===== config.mk =====
export PLATFORM = sky130hd
export DESIGN_NAME = snd_status_reg
export DESIGN_NICKNAME = d
export VERILOG_FILES = /design/src/rtl/snd_status_pkg.sv /design/src/rtl/sts_decode.sv /design/src/rtl/sts_flag.sv /design/src/rtl/sts_enable_reg.sv /design/src/rtl/snd_status_reg.sv
export SDC_FILE = /design/constraint.sdc
export NUM_CORES = 1
export LEC_CHECK = 0
export BUFFER_PORTS_ARGS = -buffer_cell sky130_fd_sc_hd__buf_2
export CAP_MARGIN = 40
export CORE_AREA = 8 8 45 47
export DETAILED_ROUTE_END_ITERATION = 7
export DIE_AREA = 0 0 53 55
export HOLD_SLACK_MARGIN = 0.1
export PLACE_DENSITY = 0.68
export SYNTH_ARGS = -nofsm -noshare
export SYNTH_HDL_FRONTEND = slang
export SYNTH_SLANG_ARGS = --single-unit
export TNS_END_PERCENT = 20

===== constraint.sdc =====
create_clock -name clk -period 1.8 [get_ports clk]
set_input_delay 0 -clock clk [delete_from_list [all_inputs] [get_ports clk]]
set_output_delay 0 -clock clk [all_outputs]
set_load 0.05 [all_outputs]

===== src/rtl/snd_status_pkg.sv =====
package snd_status_pkg;
  localparam int DATA_W   = 8;
  localparam int TONE_N   = 4;
  localparam int EN_W     = TONE_N + 1;
  localparam int POS_LEFT = 4;
  localparam int POS_ZERO = 5;
  localparam int POS_FRM  = 6;
  localparam int POS_SMP  = 7;
  localparam int FLAG_N   = 2;
  localparam int IDX_FRM  = 0;
  localparam int IDX_SMP  = 1;

  function automatic logic [DATA_W-1:0] compose_status(
    input logic [TONE_N-1:0] act,
    input logic              left,
    input logic              frm,
    input logic              smp
  );
    logic [DATA_W-1:0] b;
    b = '0;
    b[TONE_N-1:0] = act;
    b[POS_LEFT]   = left;
    b[POS_ZERO]   = 1'b0;
    b[POS_FRM]    = frm;
    b[POS_SMP]    = smp;
    return b;
  endfunction
endpackage


===== src/rtl/sts_decode.sv =====
module sts_decode #(
  parameter int ADDR_W = 5,
  parameter logic [ADDR_W-1:0] BASE = '0
) (
  input  logic [ADDR_W-1:0] addr,
  input  logic              rd,
  input  logic              wr,
  input  logic              peek,
  output logic              rd_hit,
  output logic              wr_hit,
  output logic              view_hit
);
  logic match;
  assign match    = (addr == BASE);
  assign rd_hit   = match & rd;
  assign wr_hit   = match & wr;
  assign view_hit = match & (rd | peek);
endmodule


===== src/rtl/sts_flag.sv =====
module sts_flag (
  input  logic clk,
  input  logic rst_n,
  input  logic set_i,
  input  logic clr_i,
  output logic flag_o
);
  always_ff @(posedge clk or negedge rst_n) begin
    if (!rst_n)     flag_o <= 1'b0;
    else if (set_i) flag_o <= 1'b1;
    else if (clr_i) flag_o <= 1'b0;
  end

  AST_SET_WINS: assert property (@(posedge clk) disable iff (!rst_n) set_i |=> flag_o);
  AST_CLEAR_TAKES: assert property (@(posedge clk) disable iff (!rst_n) (clr_i && !set_i) |=> !flag_o);
  AST_STICKY: assert property (@(posedge clk) disable iff (!rst_n) (!clr_i && !set_i) |=> $stable(flag_o));
endmodule


===== src/rtl/sts_enable_reg.sv =====
module sts_enable_reg #(
  parameter int DATA_W = 8,
  parameter int EN_W   = 5
) (
  input  logic              clk,
  input  logic              rst_n,
  input  logic              load,
  input  logic [DATA_W-1:0] wdata,
  output logic [EN_W-1:0]   en
);
  always_ff @(posedge clk or negedge rst_n) begin
    if (!rst_n)    en <= '0;
    else if (load) en <= wdata[EN_W-1:0];
  end

  AST_EN_LOAD: assert property (@(posedge clk) disable iff (!rst_n) load |=> en == $past(wdata[EN_W-1:0]));
  AST_EN_HOLD: assert property (@(posedge clk) disable iff (!rst_n) !load |=> $stable(en));
endmodule


===== src/rtl/snd_status_reg.sv =====
module snd_status_reg
  import snd_status_pkg::*;
#(
  parameter int ADDR_W = 5,
  parameter logic [ADDR_W-1:0] BASE = 5'h15
) (
  input  logic              clk,
  input  logic              rst_n,
  input  logic [ADDR_W-1:0] bus_addr,
  input  logic              bus_rd,
  input  logic              bus_wr,
  input  logic              bus_peek,
  input  logic [DATA_W-1:0] bus_wdata,
  output logic [DATA_W-1:0] bus_rdata,
  input  logic [TONE_N-1:0] len_active,
  input  logic              smp_bytes_left,
  input  logic              frame_irq_set,
  input  logic              smp_irq_set,
  output logic [EN_W-1:0]   chan_en,
  output logic              irq
);
  logic rd_hit, wr_hit, view_hit;
  logic [FLAG_N-1:0] flag_set, flag_clr, flags;
  logic [DATA_W-1:0] status_byte;

  sts_decode #(.ADDR_W(ADDR_W), .BASE(BASE)) u_dec (
    .addr(bus_addr), .rd(bus_rd), .wr(bus_wr), .peek(bus_peek),
    .rd_hit(rd_hit), .wr_hit(wr_hit), .view_hit(view_hit)
  );

  assign flag_set[IDX_FRM] = frame_irq_set;
  assign flag_clr[IDX_FRM] = rd_hit;
  assign flag_set[IDX_SMP] = smp_irq_set;
  assign flag_clr[IDX_SMP] = wr_hit;

  for (genvar g = 0; g < FLAG_N; g++) begin : g_flag
    sts_flag u_flag (
      .clk(clk), .rst_n(rst_n),
      .set_i(flag_set[g]), .clr_i(flag_clr[g]), .flag_o(flags[g])
    );
  end

  sts_enable_reg #(.DATA_W(DATA_W), .EN_W(EN_W)) u_en (
    .clk(clk), .rst_n(rst_n), .load(wr_hit), .wdata(bus_wdata), .en(chan_en)
  );

  assign status_byte = compose_status(len_active, smp_bytes_left, flags[IDX_FRM], flags[IDX_SMP]);
  assign bus_rdata   = view_hit ? status_byte : '0;
  assign irq         = |flags;

  AST_NO_CLEAR_ON_PEEK: assert property (@(posedge clk) disable iff (!rst_n)
    (!(bus_rd || bus_wr) && bus_rdata[POS_FRM]) |=> irq);
  AST_WRITE_DROPS_SMP: assert property (@(posedge clk) disable iff (!rst_n)
    (wr_hit && !smp_irq_set && !frame_irq_set && !bus_rdata[POS_FRM] && !flags[IDX_FRM]) |=> !irq);
  AST_RD_ONLY_HIT: assert property (@(posedge clk) disable iff (!rst_n)
    (bus_rdata != '0) |-> (bus_addr == BASE));
  AST_ZERO_BIT: assert property (@(posedge clk) disable iff (!rst_n) !bus_rdata[POS_ZERO]);
  AST_BUS_EXCL: assert property (@(posedge clk) disable iff (!rst_n) !(bus_rd && bus_wr));
endmodule


==> summary.txt, run 1 <==
Final layout
  – Synthesis-to-finish area growth: 79.46%
  – Fin nets: roughly 100
  – Most frequent cells in the layout: buf_2 (34), dlygate4sd3_1 (8), dfrtp_1 (7)
  – Commonest non-fill, non-tap cell in the layout: buf_2
  – Fin util: 48.19%
  – Ant. Diodes: 0
  – Cell area after layout: 666.9 um2
  – Share of cells above drive strength 1: around 60%

GRT
  – Initial antenna violation count: 0
  – Gr ovfl total: 0
  – Global Route Usage Sum: ~8.7%
  – Largest net degree at the start of global routing: 8
  – Vias in the first global route: 431
  – First-pass GRT wire length: between 1500 and 2000 um

Die
  – Die Ht: between 50 and 60 um
  – Die area: roughly 2900 um2
  – # IOs: 39
  – Row count: 14
  – Initial Util: 26.85%
  – Core area: approximately 1400 um2
  – Die Width: roughly 53 um

Worst setup path
  – Startpoint Class: flop
  – Setup crit end kind: primary output
  – CP required: between 1.5 and 2 ns
  – Worst setup path class: flop to primary output
  – CP arrival: 1.19 ns
  – CP Max Fanout: 2

CTS
  – Root buffer cell: clkbuf_4
  – Worst-Skew Late Latency: between 0.2 and 0.25 ns
  – H-tree depth: 1
  – Num Clock Sinks: 7
  – # Post-CTS Setup Buffers: 0
  – Clock buffer depth: 2
  – CTS clk-pin slew, worst paths: about 0.050 ns
  – TritonCTS Buffers: 3
  – CTS tree: built

Placed design
  – Dpl hpwl: 909 um
  – Placed standard-cell area: around 560 um2
  – Port Buffers: 34
  – Global placement routability congestion: 0.7477
  – Dpl ws: around 0.63 ns

Detailed routing
  – WL/cell: between 10 and 15 um
  – Routed vias/inst: between 4 and 5
  – Drt pass-1 iters: 1
  – Vias: around 400
  – DRC viols: 0
  – Antenna-violating nets left: 0
  – DR iter-0 viols: 0
  – Routed wire length: about 1200 um

STA
  – Fin. Hold Viols: 0
  – Setup TNS: 0 ns
  – Clock Skews: 0 ns
  – Final Slew Violations: 0
  – Worst hold slack: 0.1027 ns
  – Final setup viols: 0
  – Setup WS post-layout: a little over 0.6 ns
  – Unrepaired setup endpoints after global routing: no
  – FMAX: 842.3 MHz
  – Period Utilization, post-route: roughly 66%
  – Tmin final: approximately 1.2 ns

Power
  – Leakage dissipation: around 0.00037 uW
  – Gate power share: a little over a third
  – Pwr/cell area: approximately 770 nW/um2
  – Peak VDD IR: around 0.00043 V
  – Switching Share: between 30 and 40%
  – Reg power frac: 37.0%
  – Net Sw Power: roughly 190 uW
  – Clock Power Share: ~27%
  – Pint: between 300 and 400 uW

Logic synthesis
  – Syn_area_per_cell: 11.99 um2
  – Synth Instances: 31
  – Main flop type after synthesis: dfrtp_1
  – Mapped Nets: 56
  – Cell variety after synth: 14
  – Post-Syn Area: between 300 and 400 um2
  – Synth async-reset ratio: 100.0%
  – Yosys Warn Count: 0
  – Number of synthesized flops with an enable pin: 0
  – Synth Register Bits: 7
  – Seq/Total Area, Yosys: 47.14%

Min path
  – HP Class: input pin to flop

Run status
  – Status: completed

Job
  – Max-cap viol count: 0
-- critical path: stages (launching register included) --
cell	delay [ns]
dfrtp_1	0.33
inv_1	0.06
nor4_2	0.25
buf_2	0.30
-- sequential cells by signal, indices dropped and copies added (netlist names) --
register              count
g_flag.u_flag.flag_o      2
u_en.en                   5
-- cells by family (layout without fill, tap and decap cells) --
logic type / count (synthesis) / count (layout) / synth area share (%)
AOI/OAI and AO/OA: 1 / 1 / 2.021
buffers and inverters: 2 / 47 / 3.030
DFF: 7 / 7 / 47.14
muxes: 5 / 5 / 15.15
other: 1 / 1 / 1.009
and+or+nand+nor: 15 / 15 / 31.65
-- area by class of cell --
cell class | count | area [um2]
inverter | 1 | 3.754
sequential | 7 | 175.2
fill | 135 | 716.9
tap | 16 | 20.02
clock buffer | 4 | 26.28
timing repair buffer | 42 | 250.2
multi-input combinational | 22 | 191.4
-- power groups by stage --
stage,sequential (uW),clock (uW),combinational (uW)
floorplan,271,0,39.0
global placement,192,0,172
detailed placement,193,0,173
CTS,191,148,187
global route,194,154,195
finish,191,140,186
-- synthesized netlist by cell type (all sizes together), types with 3 or more instances --
cell	instances	area [um2]
nor2	3	11.26
dfrtp	7	175.2
mux2	5	56.30
and2	6	37.54
-- routing by layer --
metal | share of wire [%] | GRT usage [%] | vias up
met3 | 21 | 5.080 | 4
li1 | - | - | 194
met5 | 0 | 0 | -
met1 | 37 | 8.629 | 164
met2 | 40 | 13.48 | 33
met4 | 2.1 | 6.466 | 0
-- timing repair --
item | CTS | global route
hold buffers | 8 | 0
resized for setup | 0 | 0
endpoints found under the hold margin | 14 | 0
-- per-stage QoR --
step / instances / total power (uW)
floorplan: 31 / 310.2
global placement: 80 / 364.3
detailed placement: 80 / 365.9
CTS: 92 / 526.0
global route: 92 / 543.0
finish: 92 / 516.7
-- worst paths after layout --
check,to,cells past startpoint,start,slack (ns)
min in group asynchronous,u_en.en[2],2,rst_n,0.11
hold / removal,g_flag[0].u_flag.flag_o,3,bus_addr[3],0.10
setup reg to reg,u_en.en[2],1,u_en.en[2],1.04
max in group asynchronous,g_flag[1].u_flag.flag_o,2,rst_n,1.53
hold reg to reg,u_en.en[0],1,u_en.en[0],0.51
setup / recovery,bus_rdata[7],3,g_flag[1].u_flag.flag_o,0.61
Note: power is estimated with default switching activity, not from simulation.
==> inputs of run 2 (changes only) <==
==> constraint.sdc (replaced) <==
create_clock -name clk -period 1.1 [get_ports clk]
set_input_delay 0 -clock clk [delete_from_list [all_inputs] [get_ports clk]]
set_output_delay 0 -clock clk [all_outputs]
set_load 0.05 [all_outputs]
==> summary.txt, run 2 (synthesis gave the netlist of run 1 again) <==
Detailed routing
  – Drt pass-1 iters: 2
  – DR iter-0 viols: 1
  – WL/cell: ~13 um
  – Routed wire length: around 1200 um
  – Vias: around 420
  – Antenna-violating nets left: 0
  – DRC viols: 0
  – Routed vias/inst: between 4 and 5

Die
  – Die area: around 2900 um2
  – Core area: between 1000 and 1500 um2
  – Die Ht: around 55 um
  – Row count: 14
  – Die Width: about 53 um
  – Initial Util: 26.85%
  – # IOs: 39

STA
  – Period Utilization, post-route: 94.23%
  – Final Slew Violations: 0
  – Unrepaired setup endpoints after global routing: no
  – Clock Skews: 0 ns
  – Setup TNS: 0 ns
  – Final setup viols: 0
  – Fin. Hold Viols: 0
  – Tmin final: between 1 and 1.5 ns
  – FMAX: slightly below 1000 MHz

GRT
  – Vias in the first global route: around 450
  – First-pass GRT wire length: roughly 1900 um
  – Global Route Usage Sum: under 10%
  – Largest net degree at the start of global routing: 8
  – Gr ovfl total: 0
  – Initial antenna violation count: 0

Worst setup path
  – Setup crit end kind: primary output
  – Slowest Stage Delay on Critical Path: roughly 0.38 ns
  – Startpoint Class: flop
  – CP bufs+invs: 1
  – Worst setup path class: flop to primary output
  – CP Max Fanout: 3
  – CP arrival: roughly 1.0 ns
  – CP required: around 1.1 ns
  – Top Family by Delay on Critical Path: flip-flops
  – Critical Path, Cell by Cell: or2_4 > buf_8
  – CP max-delay cell: dfrtp_1

Final layout
  – Top Registers: u_en.en: 5 flops, g_flag.u_flag.flag_o: 2 flops
  – FF+latch area: approximately 180 um2
  – Commonest non-fill, non-tap cell in the layout: buf_2
  – Most frequent cells in the layout: buf_2 (29), dlygate4sd3_1 (9), dfrtp_1 (7)
  – Reg with most FFs: u_en.en
  – Ant. Diodes: 0
  – Multi-input gate area: around 210 um2
  – Fin nets: about 110
  – Cell area after layout: 747.0 um2
  – Max FFs per register: 5
  – Layout fillers: about 140
  – Share of cells above drive strength 1: a little over three fifths
  – Fin cells: between 90 and 100
  – Synthesis-to-finish area growth: 101.0%

Placed design
  – Placed standard-cell area: 599.3 um2
  – Dpl hpwl: around 940 um
  – Placed cells: 84
  – Global placement routability congestion: between 0.7 and 0.8
  – Port Buffers: 34

CTS
  – # Post-CTS Setup Buffers: 0
  – Clock buffer depth: 2
  – Root buffer cell: clkbuf_4
  – CTS clk-pin slew, worst paths: around 0.050 ns
  – TritonCTS Buffers: 3
  – CTS tree: built
  – Worst-Skew Late Latency: 0.25 ns
  – H-tree depth: 1
  – Num Clock Sinks: 7

Power
  – Pwr/cell area: 1151 nW/um2
  – Switching Share: 36.47%
  – Reg power frac: a little over a third
  – Net Sw Power: ~310 uW
  – Gate power share: a little under two fifths
  – Pint: 546.3 uW
  – Peak VDD IR: a little under 0.0008 V
  – Clock Power Share: a little over a quarter
  – Overall power: 859.9 uW
  – Leakage dissipation: 0.0003962 uW

Min path
  – HP Class: input pin to flop

Run status
  – Status: completed

Job
  – Max-cap viol count: 0
==> run 2: changes by cell type in the layout (fill, tap and decap cells not counted), sizes merged <==
cell	delta
buf	+1
clkbuf	+3
dlygate4sd3	+1
==> run 2: what timing repair did <==
action / in CTS / in global routing
gates resized for setup: 4 / 6
setup endpoints to repair: 2 / 7
cloned: 0 / 0
hold buffers: 9 / 0
pin swaps: 1 / 0
endpoints found under the hold margin: 14 / 0
==> run 2: tightest hold or removal path, cell delays in order <==
cell and delay (ns):
buf_2 0.11, nor4b_1 0.13, nor2_1 0.10
==> run 2: layout make-up <==
class / instances / share of cell area, %
tap: 16 / 2.680
sequential: 7 / 23.45
clock buffer: 4 / 3.518
inverter: 1 / 0.5025
multi-input combinational: 22 / 27.81
timing repair buffer: 47 / 42.04
==> run 2: power groups by stage <==
stage,Sequential (uW),Clock (uW),Combinational [uW]
3_5_place_dp,315,0,293
3_3_place_gp,314,0,290
6_report,313,230,317
5_1_grt,319,263,335
2_1_floorplan,444,0,65.5
4_1_cts,314,244,318
==> run 2: stage by stage <==
step                util [%]  setup WS, ns  hold WS, ns
finish                 53.98       0.06351       0.1335
global route           53.98       0.01575       0.1466
CTS                    52.62     -0.004959       0.1383
detailed placement     43.31      -0.04342      -0.1579
global placement       43.31      -0.01246      -0.1631
floorplan                  -       0.05560      -0.2956
==> run 2: path summary, 6_finish.rpt <==
| check | startpoint | end | slack (ns) | cells after the start |
|---|---|---|---|---|
| max | g_flag[0].u_flag.flag_o | irq | 0.06 | 2 |
| min reg2reg | u_en.en[2] | u_en.en[2] | 0.51 | 1 |
| max in group asynchronous | rst_n | g_flag[0].u_flag.flag_o | 0.16 | 3 |
| min in group asynchronous | rst_n | u_en.en[2] | 0.71 | 3 |
| min | bus_rd | g_flag[0].u_flag.flag_o | 0.13 | 3 |
| max reg2reg | u_en.en[4] | u_en.en[4] | 0.35 | 1 |
==> run 2: layer usage <==
layer  GRT usage, %  up-vias  part of all wire [%]
li1               -      205                     -
met1          7.562      183                    32
met2          14.84       32                    46
met3          5.615        3                    20
met4          7.759        0                   2.4
met5              0        -                     0
